===== src/rtl/bpp_pkg.sv =====
package bpp_pkg;
   typedef enum logic [1:0] {
      SZ_BYTE = 2'd0,
      SZ_HALF = 2'd1,
      SZ_WORD = 2'd2,
      SZ_BAD  = 2'd3
   } acc_size_e;

   typedef enum logic {
      PH_IDLE = 1'b0,
      PH_SEND = 1'b1
   } prog_state_e;

   localparam logic [7:0] PROG_OPC      = 8'h02;
   localparam int         CTL_BURST_BIT = 29;
   localparam int         CTL_SW_BIT    = 28;
   localparam int         ST_DONE       = 9;
   localparam int         ST_NOWEL      = 10;
   localparam int         ST_BADACC     = 11;
   localparam int         ST_WM_BASE    = 12;
endpackage


===== src/rtl/bpp_shifter.sv =====
module bpp_shifter #(
   parameter int MAX_BYTES = 8
) (
   input  logic                               clk,
   input  logic                               rst_n,
   input  logic                               load_i,
   input  logic [MAX_BYTES*8-1:0]             load_vec_i,
   input  logic [$clog2(MAX_BYTES+1)-1:0]     load_cnt_i,
   output logic                               busy_o,
   output logic                               sck_o,
   output logic                               mosi_o
);
   localparam int VW = MAX_BYTES * 8;
   localparam int CW = $clog2(VW + 1);

   generate
      if (MAX_BYTES < 5) begin : g_bad_depth
         $error("bpp_shifter: MAX_BYTES must hold header plus one byte");
      end
   endgenerate

   logic [VW-1:0] sh_q;
   logic [CW-1:0] bits_q;
   logic          phase_q;

   always_ff @(posedge clk or negedge rst_n) begin
      if (!rst_n) begin
         sh_q    <= '0;
         bits_q  <= '0;
         phase_q <= 1'b0;
      end else if (load_i) begin
         sh_q    <= load_vec_i;
         bits_q  <= CW'({load_cnt_i, 3'b000});
         phase_q <= 1'b0;
      end else if (bits_q != '0) begin
         phase_q <= ~phase_q;
         if (phase_q) begin
            sh_q   <= sh_q << 1;
            bits_q <= bits_q - CW'(1);
         end
      end
   end

   assign busy_o = (bits_q != '0);
   assign sck_o  = phase_q;
   assign mosi_o = sh_q[VW-1];

   assert_mosi_steady_R3: assert property (@(posedge clk) disable iff (!rst_n)
      sck_o |-> $stable(mosi_o));
   assert_sck_quiet_R3: assert property (@(posedge clk) disable iff (!rst_n)
      !busy_o |-> !sck_o);
endmodule


===== src/rtl/bpp_wm_flags.sv =====
module bpp_wm_flags #(
   parameter int NBANK = 4,
   localparam int BW = (NBANK > 1) ? $clog2(NBANK) : 1
) (
   input  logic             clk,
   input  logic             rst_n,
   input  logic [NBANK-1:0] set_i,
   input  logic             clr_i,
   input  logic [BW-1:0]    clr_bank_i,
   output logic [NBANK-1:0] wm_o
);
   generate
      for (genvar b = 0; b < NBANK; b++) begin : g_bank
         always_ff @(posedge clk or negedge rst_n) begin
            if (!rst_n)
               wm_o[b] <= 1'b0;
            else if (set_i[b])
               wm_o[b] <= 1'b1;
            else if (clr_i && clr_bank_i == BW'(b))
               wm_o[b] <= 1'b0;
         end

         assert_wm_set_R12: assert property (@(posedge clk) disable iff (!rst_n)
            set_i[b] |=> wm_o[b]);
      end
   endgenerate
endmodule


===== src/rtl/bpp_burst_prog.sv =====
module bpp_burst_prog
   import bpp_pkg::*;
#(
   parameter int NBANK   = 4,
   parameter int OFS_W   = 24,
   parameter int GAP_CYC = 4,
   localparam int BW     = (NBANK > 1) ? $clog2(NBANK) : 1,
   localparam int ADDR_W = OFS_W + BW
) (
   input  logic              clk,
   input  logic              rst_n,
   input  logic [31:0]       ctl_word,
   input  logic [1:0]        pg_sel,
   input  logic              irq_en,
   input  logic              sts_clr,
   input  logic [NBANK-1:0]  wel_set,
   input  logic              wr_valid,
   input  logic [ADDR_W-1:0] wr_addr,
   input  logic [1:0]        wr_size,
   input  logic [31:0]       wr_data,
   output logic              wr_ready,
   output logic [15:0]       status_o,
   output logic              irq,
   output logic              spi_sck,
   output logic              spi_mosi,
   output logic [NBANK-1:0]  spi_cs_n
);
   localparam int SH_BYTES = 8;
   localparam int CNTW     = $clog2(SH_BYTES + 1);
   localparam int GW       = $clog2(GAP_CYC + 1);

   generate
      if (NBANK < 1 || NBANK > 4) begin : g_bad_nbank
         $error("bpp_burst_prog: NBANK must be 1 to 4");
      end
      if (OFS_W < 8 || OFS_W > 24) begin : g_bad_ofs
         $error("bpp_burst_prog: OFS_W must be 8 to 24");
      end
      if (GAP_CYC < 1) begin : g_bad_gap
         $error("bpp_burst_prog: GAP_CYC must be at least 1");
      end
   endgenerate

   prog_state_e       state_q;
   logic [BW-1:0]     cur_bank_q;
   logic [ADDR_W-1:0] next_a_q;
   logic [1:0]        cur_size_q;
   logic [GW-1:0]     gap_q;
   logic              cs_act_q;
   logic              done_q, nowel_q, badacc_q;

   logic              mode_on, bank_on, wm_sel, size_ok, aligned, page_end;
   logic [BW-1:0]     wr_bank;
   logic [2:0]        nbytes;
   logic [7:0]        pmask;
   logic [31:0]       dv;
   logic              accept, start, append, finish, rej_nowel, rej_bad;
   logic              sh_busy, load;
   logic [SH_BYTES*8-1:0] load_vec;
   logic [CNTW-1:0]   load_cnt;
   logic [NBANK-1:0]  wm;
   logic              unused_ctl;

   assign unused_ctl = ^{ctl_word[31:30], ctl_word[27:NBANK]};
   assign mode_on    = ctl_word[CTL_BURST_BIT] & ~ctl_word[CTL_SW_BIT];
   assign wr_bank    = wr_addr[ADDR_W-1:OFS_W];
   assign dv         = {wr_data[7:0], wr_data[15:8], wr_data[23:16], wr_data[31:24]};

   always_comb begin
      bank_on = 1'b0;
      wm_sel  = 1'b0;
      for (int i = 0; i < NBANK; i++) begin
         if (wr_bank == BW'(i)) begin
            bank_on = ctl_word[i];
            wm_sel  = wm[i];
         end
      end
   end

   always_comb begin
      size_ok = 1'b1;
      unique case (wr_size)
         SZ_BYTE: begin nbytes = 3'd1; aligned = 1'b1; end
         SZ_HALF: begin nbytes = 3'd2; aligned = ~wr_addr[0]; end
         SZ_WORD: begin nbytes = 3'd4; aligned = (wr_addr[1:0] == 2'b00); end
         default: begin nbytes = 3'd0; aligned = 1'b0; size_ok = 1'b0; end
      endcase
   end

   always_comb begin
      unique case (pg_sel)
         2'd1:    pmask = 8'h7F;
         2'd2:    pmask = 8'h0F;
         default: pmask = 8'hFF;
      endcase
   end
   assign page_end = ((next_a_q[7:0] & pmask) == 8'h00);

   assign wr_ready = (state_q == PH_IDLE) | (~sh_busy & mode_on & ~page_end);
   assign accept   = wr_valid & wr_ready;

   always_comb begin
      start = 1'b0; append = 1'b0; finish = 1'b0;
      rej_nowel = 1'b0; rej_bad = 1'b0;
      if (state_q == PH_IDLE) begin
         if (accept && mode_on) begin
            if (!size_ok || !aligned || !bank_on) rej_bad   = 1'b1;
            else if (!wm_sel)                     rej_nowel = 1'b1;
            else                                  start     = 1'b1;
         end
      end else if (!sh_busy) begin
         if (accept) begin
            if (wr_addr == next_a_q && wr_size == cur_size_q) append = 1'b1;
            else begin
               finish  = 1'b1;
               rej_bad = 1'b1;
            end
         end else if (page_end || !mode_on || gap_q == GW'(GAP_CYC)) begin
            finish = 1'b1;
         end
      end
   end

   assign load     = start | append;
   assign load_vec = start ? {PROG_OPC, 24'(wr_addr[OFS_W-1:0]), dv} : {dv, 32'h0};
   assign load_cnt = start ? CNTW'(4 + nbytes) : CNTW'(nbytes);

   always_ff @(posedge clk or negedge rst_n) begin
      if (!rst_n) begin
         state_q    <= PH_IDLE;
         cur_bank_q <= '0;
         next_a_q   <= '0;
         cur_size_q <= '0;
         gap_q      <= '0;
         cs_act_q   <= 1'b0;
         done_q     <= 1'b0;
         nowel_q    <= 1'b0;
         badacc_q   <= 1'b0;
      end else begin
         if (start) begin
            state_q    <= PH_SEND;
            cur_bank_q <= wr_bank;
            cur_size_q <= wr_size;
            cs_act_q   <= 1'b1;
         end else if (finish) begin
            state_q  <= PH_IDLE;
            cs_act_q <= 1'b0;
         end
         if (load) begin
            next_a_q <= wr_addr + ADDR_W'(nbytes);
            gap_q    <= '0;
         end else if (state_q == PH_SEND && !sh_busy && !finish) begin
            gap_q <= gap_q + GW'(1);
         end
         done_q   <= finish    | (done_q   & ~sts_clr);
         nowel_q  <= rej_nowel | (nowel_q  & ~sts_clr);
         badacc_q <= rej_bad   | (badacc_q & ~sts_clr);
      end
   end

   bpp_shifter #(.MAX_BYTES(SH_BYTES)) u_shift (
      .clk(clk), .rst_n(rst_n), .load_i(load), .load_vec_i(load_vec),
      .load_cnt_i(load_cnt), .busy_o(sh_busy), .sck_o(spi_sck), .mosi_o(spi_mosi));

   bpp_wm_flags #(.NBANK(NBANK)) u_wm (
      .clk(clk), .rst_n(rst_n), .set_i(wel_set), .clr_i(finish),
      .clr_bank_i(cur_bank_q), .wm_o(wm));

   always_comb begin
      status_o            = '0;
      status_o[ST_DONE]   = done_q;
      status_o[ST_NOWEL]  = nowel_q;
      status_o[ST_BADACC] = badacc_q;
      for (int i = 0; i < NBANK; i++) status_o[ST_WM_BASE+i] = wm[i];
      for (int i = 0; i < NBANK; i++) spi_cs_n[i] = ~(cs_act_q && cur_bank_q == BW'(i));
   end
   assign irq = done_q & irq_en;

   assert_one_select_R3: assert property (@(posedge clk) disable iff (!rst_n)
      $onehot0(~spi_cs_n));
   assert_shift_in_frame_R3: assert property (@(posedge clk) disable iff (!rst_n)
      sh_busy |-> cs_act_q);
   assert_done_on_close_R8: assert property (@(posedge clk) disable iff (!rst_n)
      $fell(cs_act_q) |-> status_o[ST_DONE]);
   assert_refuse_no_frame_R2: assert property (@(posedge clk) disable iff (!rst_n)
      $rose(nowel_q) |-> !cs_act_q);
   assert_mode_gate_R1: assert property (@(posedge clk) disable iff (!rst_n)
      (state_q == PH_IDLE && !mode_on) |=> !cs_act_q);
   assert_bank_gate_R7: assert property (@(posedge clk) disable iff (!rst_n)
      (state_q == PH_IDLE && wr_valid && !bank_on) |=> !cs_act_q);
endmodule


===== config.mk =====
export PLATFORM = sky130hd
export DESIGN_NAME = bpp_burst_prog
export DESIGN_NICKNAME = d
export VERILOG_FILES = /design/src/rtl/bpp_pkg.sv /design/src/rtl/bpp_shifter.sv /design/src/rtl/bpp_wm_flags.sv /design/src/rtl/bpp_burst_prog.sv
export SDC_FILE = /design/constraint.sdc
export NUM_CORES = 1
export LEC_CHECK = 0
export ABC_AREA = 1
export BUFFER_PORTS_ARGS = -buffer_cell sky130_fd_sc_hd__buf_2
export CORE_MARGIN = 2
export CORE_UTILIZATION = 46
export CTS_BUF_LIST = sky130_fd_sc_hd__clkbuf_2
export DETAILED_ROUTE_END_ITERATION = 8
export HOLD_SLACK_MARGIN = 0.1
export PLACE_DENSITY = 0.8
export SETUP_SLACK_MARGIN = 0.02
export SYNTH_ARGS = -nofsm -noshare
export SYNTH_HDL_FRONTEND = slang
export SYNTH_HIERARCHICAL = 1
export SYNTH_SLANG_ARGS = --single-unit
export TNS_END_PERCENT = 50

===== constraint.sdc =====
create_clock -name clk -period 4 [get_ports clk]
set_clock_uncertainty 0.15 [all_clocks]
set_input_delay 0.2 -clock clk [delete_from_list [all_inputs] [get_ports clk]]
set_output_delay 0.2 -clock clk [all_outputs]
set_load 0.1 [all_outputs]

==> summary.txt <==
Place
  – IO buf count: 91
  – Final Wtd Congestion: 0.883
  – Dpl hpwl: 12,400 um
  – Setup WS pre-CTS: 794 ps

Worst setup path
  – Worst Setup End Kind: flop
  – Crit Path Class: in2reg
  – Critical Path AT: 4160 ps
  – CP most frequent cell: dlygate4sd3_1
  – CP top delay family: buffers and inverters
  – Worst-path cell with the longest stage delay: buf_4
  – Cells along the critical path: dlygate4sd3_1, buf_2, nand2_1, nor2_1, dlygate4sd3_1, nor2_1, dlygate4sd3_1, and2_1, nand3_2, buf_4, o21ai_0, dlygate4sd3_1, nand2_1, nand3_1
  – Startpoint types: primary input
  – Worst Path Max Fanout: 94
  – CP max stage delay: 680 ps
  – Worst path bufs/invs: 6
  – Data required, critical path: 4460 ps

Synthesis
  – Netlist cell types: 35
  – Synth top area share: 0.390
  – Syn Area/Cell: 6.94 um2
  – Cell Area, Synth: 7250 um2
  – Post-synthesis register bit count: 113
  – Syn Inst Count: 1,044
  – Top cell type by total area after synthesis: dfrtp_1
  – Ys Warns: 6
  – Most area-consuming cells after synthesis: dfrtp_1 (39%), nand2_1 (16%), nand3_1 (11%), inv_1 (5.7%), nor2_1 (4.2%)
  – Post-synthesis sequential area ratio: 0.390

Power
  – PwrDens: 502 nW/um2
  – Max VDD drop: 394 uV
  – Pleak: 4.70 nW

Timing
  – Minimum clock period: 3700 ps
  – Setup TNS: 0 ps
  – Worst slew margin: 0.409
  – Highest Clock Rate: 270 MHz
  – Slew Viols, Final: 0
  – Worst Tran Pin Value: 887 ps
  – Final hold vios: 0
  – Final setup fails: 0
  – Post-route clock period utilization: 0.925
  – RSZ-0062 raised after global routing: no
  – Final WS setup: 302 ps

Floorplan
  – Die W: 130 um
  – Die height: 130 um
  – # rows: 45
  – Die Footprint: 16,800 um2
  – Core area: 15,300 um2
  – Starting Density: 0.473
  – I/O pins: 127

CTS
  – Clock transition at path regs: 180 ps
  – Clk buf depth: 2
  – Num CTS Buffers: 17
  – Resize count post-CTS: 0
  – Root Driver: clkbuf_2
  – Clock Sinks: 113
  – H-tree Lvls: 4
  – CTS tree: yes
  – Clk Latency, worst-skew pair: 710 ps

Global routing
  – GR Util met1: 0.314
  – Vias in the first global route: 6,870
  – First-pass GRT wire length: 32,300 um
  – Met2 usage: 0.398
  – Met3 global-route usage: 0.0409
  – Initial antenna violation count: 1
  – GRT overflow: 0
  – Global routing's busiest layer: met2
  – Largest net degree at the start of global routing: 95
  – GRT Overall Usage: 0.243

Detailed routing
  – Vias post-DR: 7,384
  – First-pass iteration count of the detailed router: 5
  – Vias per cell: 5.14
  – Average wire per standard cell: 13.6 um
  – Final WL: 19,500 um
  – Antenna-violating nets left: 0
  – Drt drc: 0
  – DRT iter0 DRCs: 654

Cells and area
  – Layout cells sized above 1: 0.157
  – Filler instances: 1,409
  – Multi-input logic area: 3580 um2
  – Synth-to-Final Area Change: 24.4%
  – Utilization after layout: 0.589
  – Sequential cell area: 2830 um2
  – Nets@finish: 1,323

Hold path
  – Tightest Hold Check Type: in2reg

Outcome
  – Status: complete, no violations

Run
  – MaxCap Viol Count: 0
final cells by class:
| class | count | area share |
|---|---|---|
| Sequential cell | 113 | 0.313 |
| Timing Repair Buffer | 204 | 0.176 |
| Inverter | 126 | 0.0524 |
| Antenna cell | 1 | 0.000277 |
| Clock inverter | 14 | 0.0215 |
| Clock buffer | 18 | 0.00999 |
| Tap cell | 211 | 0.0293 |
| Multi-Input combinational cell | 749 | 0.397 |
Yosys cell counts, drive strengths merged:
cell type  instances
nand3            167
nor4               2
inv              126
and2               1
xnor2             14
buf               46
a31oi              1
nand2            350
nand4             10
fa                 1
o31ai              1
a21oi              4
o211ai             2
ha                 8
nor2              86
xor2              19
dfrtp            113
clkbuf            18
o21ai             60
conb               1
nor3              12
nand3b             1
or2                1
state kept, by name, summed over array words and instances, names as in the netlist:
name	flops
next_a_q	26
u_shift/bits_q	7
done_q	1
badacc_q	1
cs_act_q	1
u_wm/wm_o	4
u_shift/sck_o	1
u_shift/sh_q	64
cur_size_q	2
cur_bank_q	2
gap_q	3
nowel_q	1
tightest hold or removal path, cell delays in order:
cell and delay [ps]:
dlygate4sd3_1 520, buf_2 100, nand2_1 40, inv_1 40
nand2_1 40, nand3_1 70
layer usage:
metal	vias to the layer above	wire [um]	part of all wire
met5	-	0	0
met4	0	700	0.036
met3	57	1290	0.066
met2	288	9390	0.48
met1	3451	8170	0.42
li1	3588	-	-
final timing paths:
path / start / to / slack (ps) / cells after the start
worst max-delay path: wr_addr[25] / u_shift/sh_q[53] / 300 / 14
worst min-delay path: wr_data[2] / u_shift/sh_q[58] / 180 / 6
worst max register to register: u_shift/bits_q[0] / next_a_q[18] / 370 / 14
worst min register to register: u_shift/sh_q[35] / u_shift/sh_q[36] / 340 / 2
max in group asynchronous: rst_n / u_shift/sh_q[33] / 2740 / 4
min in group asynchronous: rst_n / next_a_q[25] / 420 / 4
layout by cell type (no fill, tap or decap), types with 11 or more instances in the layout:
| master | count |
|---|---|
| dlygate4sd3_1 | 103 |
| nand2_2 | 30 |
| o21ai_1 | 11 |
| xnor2_1 | 14 |
| xor2_1 | 19 |
| inv_2 | 15 |
| nor3_1 | 11 |
| nand2_1 | 318 |
| dfrtp_1 | 113 |
| clkbuf_2 | 18 |
| buf_2 | 90 |
| nor2_1 | 81 |
| nand3_1 | 164 |
| inv_1 | 111 |
| o21ai_0 | 43 |
where the power goes:
part | leakage (nW) | internal, mW | total [mW] | switching [mW]
Combinational | 3.06 | 0.601 | 1.86 | 1.26
Clock | 0.171 | 0.465 | 0.914 | 0.449
Sequential | 1.47 | 1.49 | 1.76 | 0.265
Total | 4.70 | 2.56 | 4.53 | 1.97
through the flow:
stage	hold slack [ps]	total power [mW]	instances	cell area (um2)
2_1_floorplan	-246	3.22	1052	7280
3_3_place_gp	34.8	3.47	1299	7680
3_5_place_dp	36.7	3.53	1299	7680
4_1_cts	139	4.53	1435	9020
5_1_grt	187	4.85	1436	9020
6_report	177	4.53	1436	9020
cells by family (layout without fill, tap and decap cells):
family                   Yosys count  in the layout  share of synthesized area
other                              1             10                   0.000517
AO/OA/AOI/OAI                     68             68                     0.0513
buffers and inverters            190            362                      0.120
AND/OR/NAND/NOR                  630            630                      0.382
adder cells (fa/ha/maj)            9              9                     0.0166
flip-flops                       113            113                      0.390
XOR/XNOR                          33             33                     0.0399
what timing repair did:
| item | CTS | global route |
|---|---|---|
| endpoints found under the hold margin | 222 | 0 |
| buffers inserted | 0 | 0 |
| hold buffers | 104 | 0 |
(Power assumes the default switching activity.)
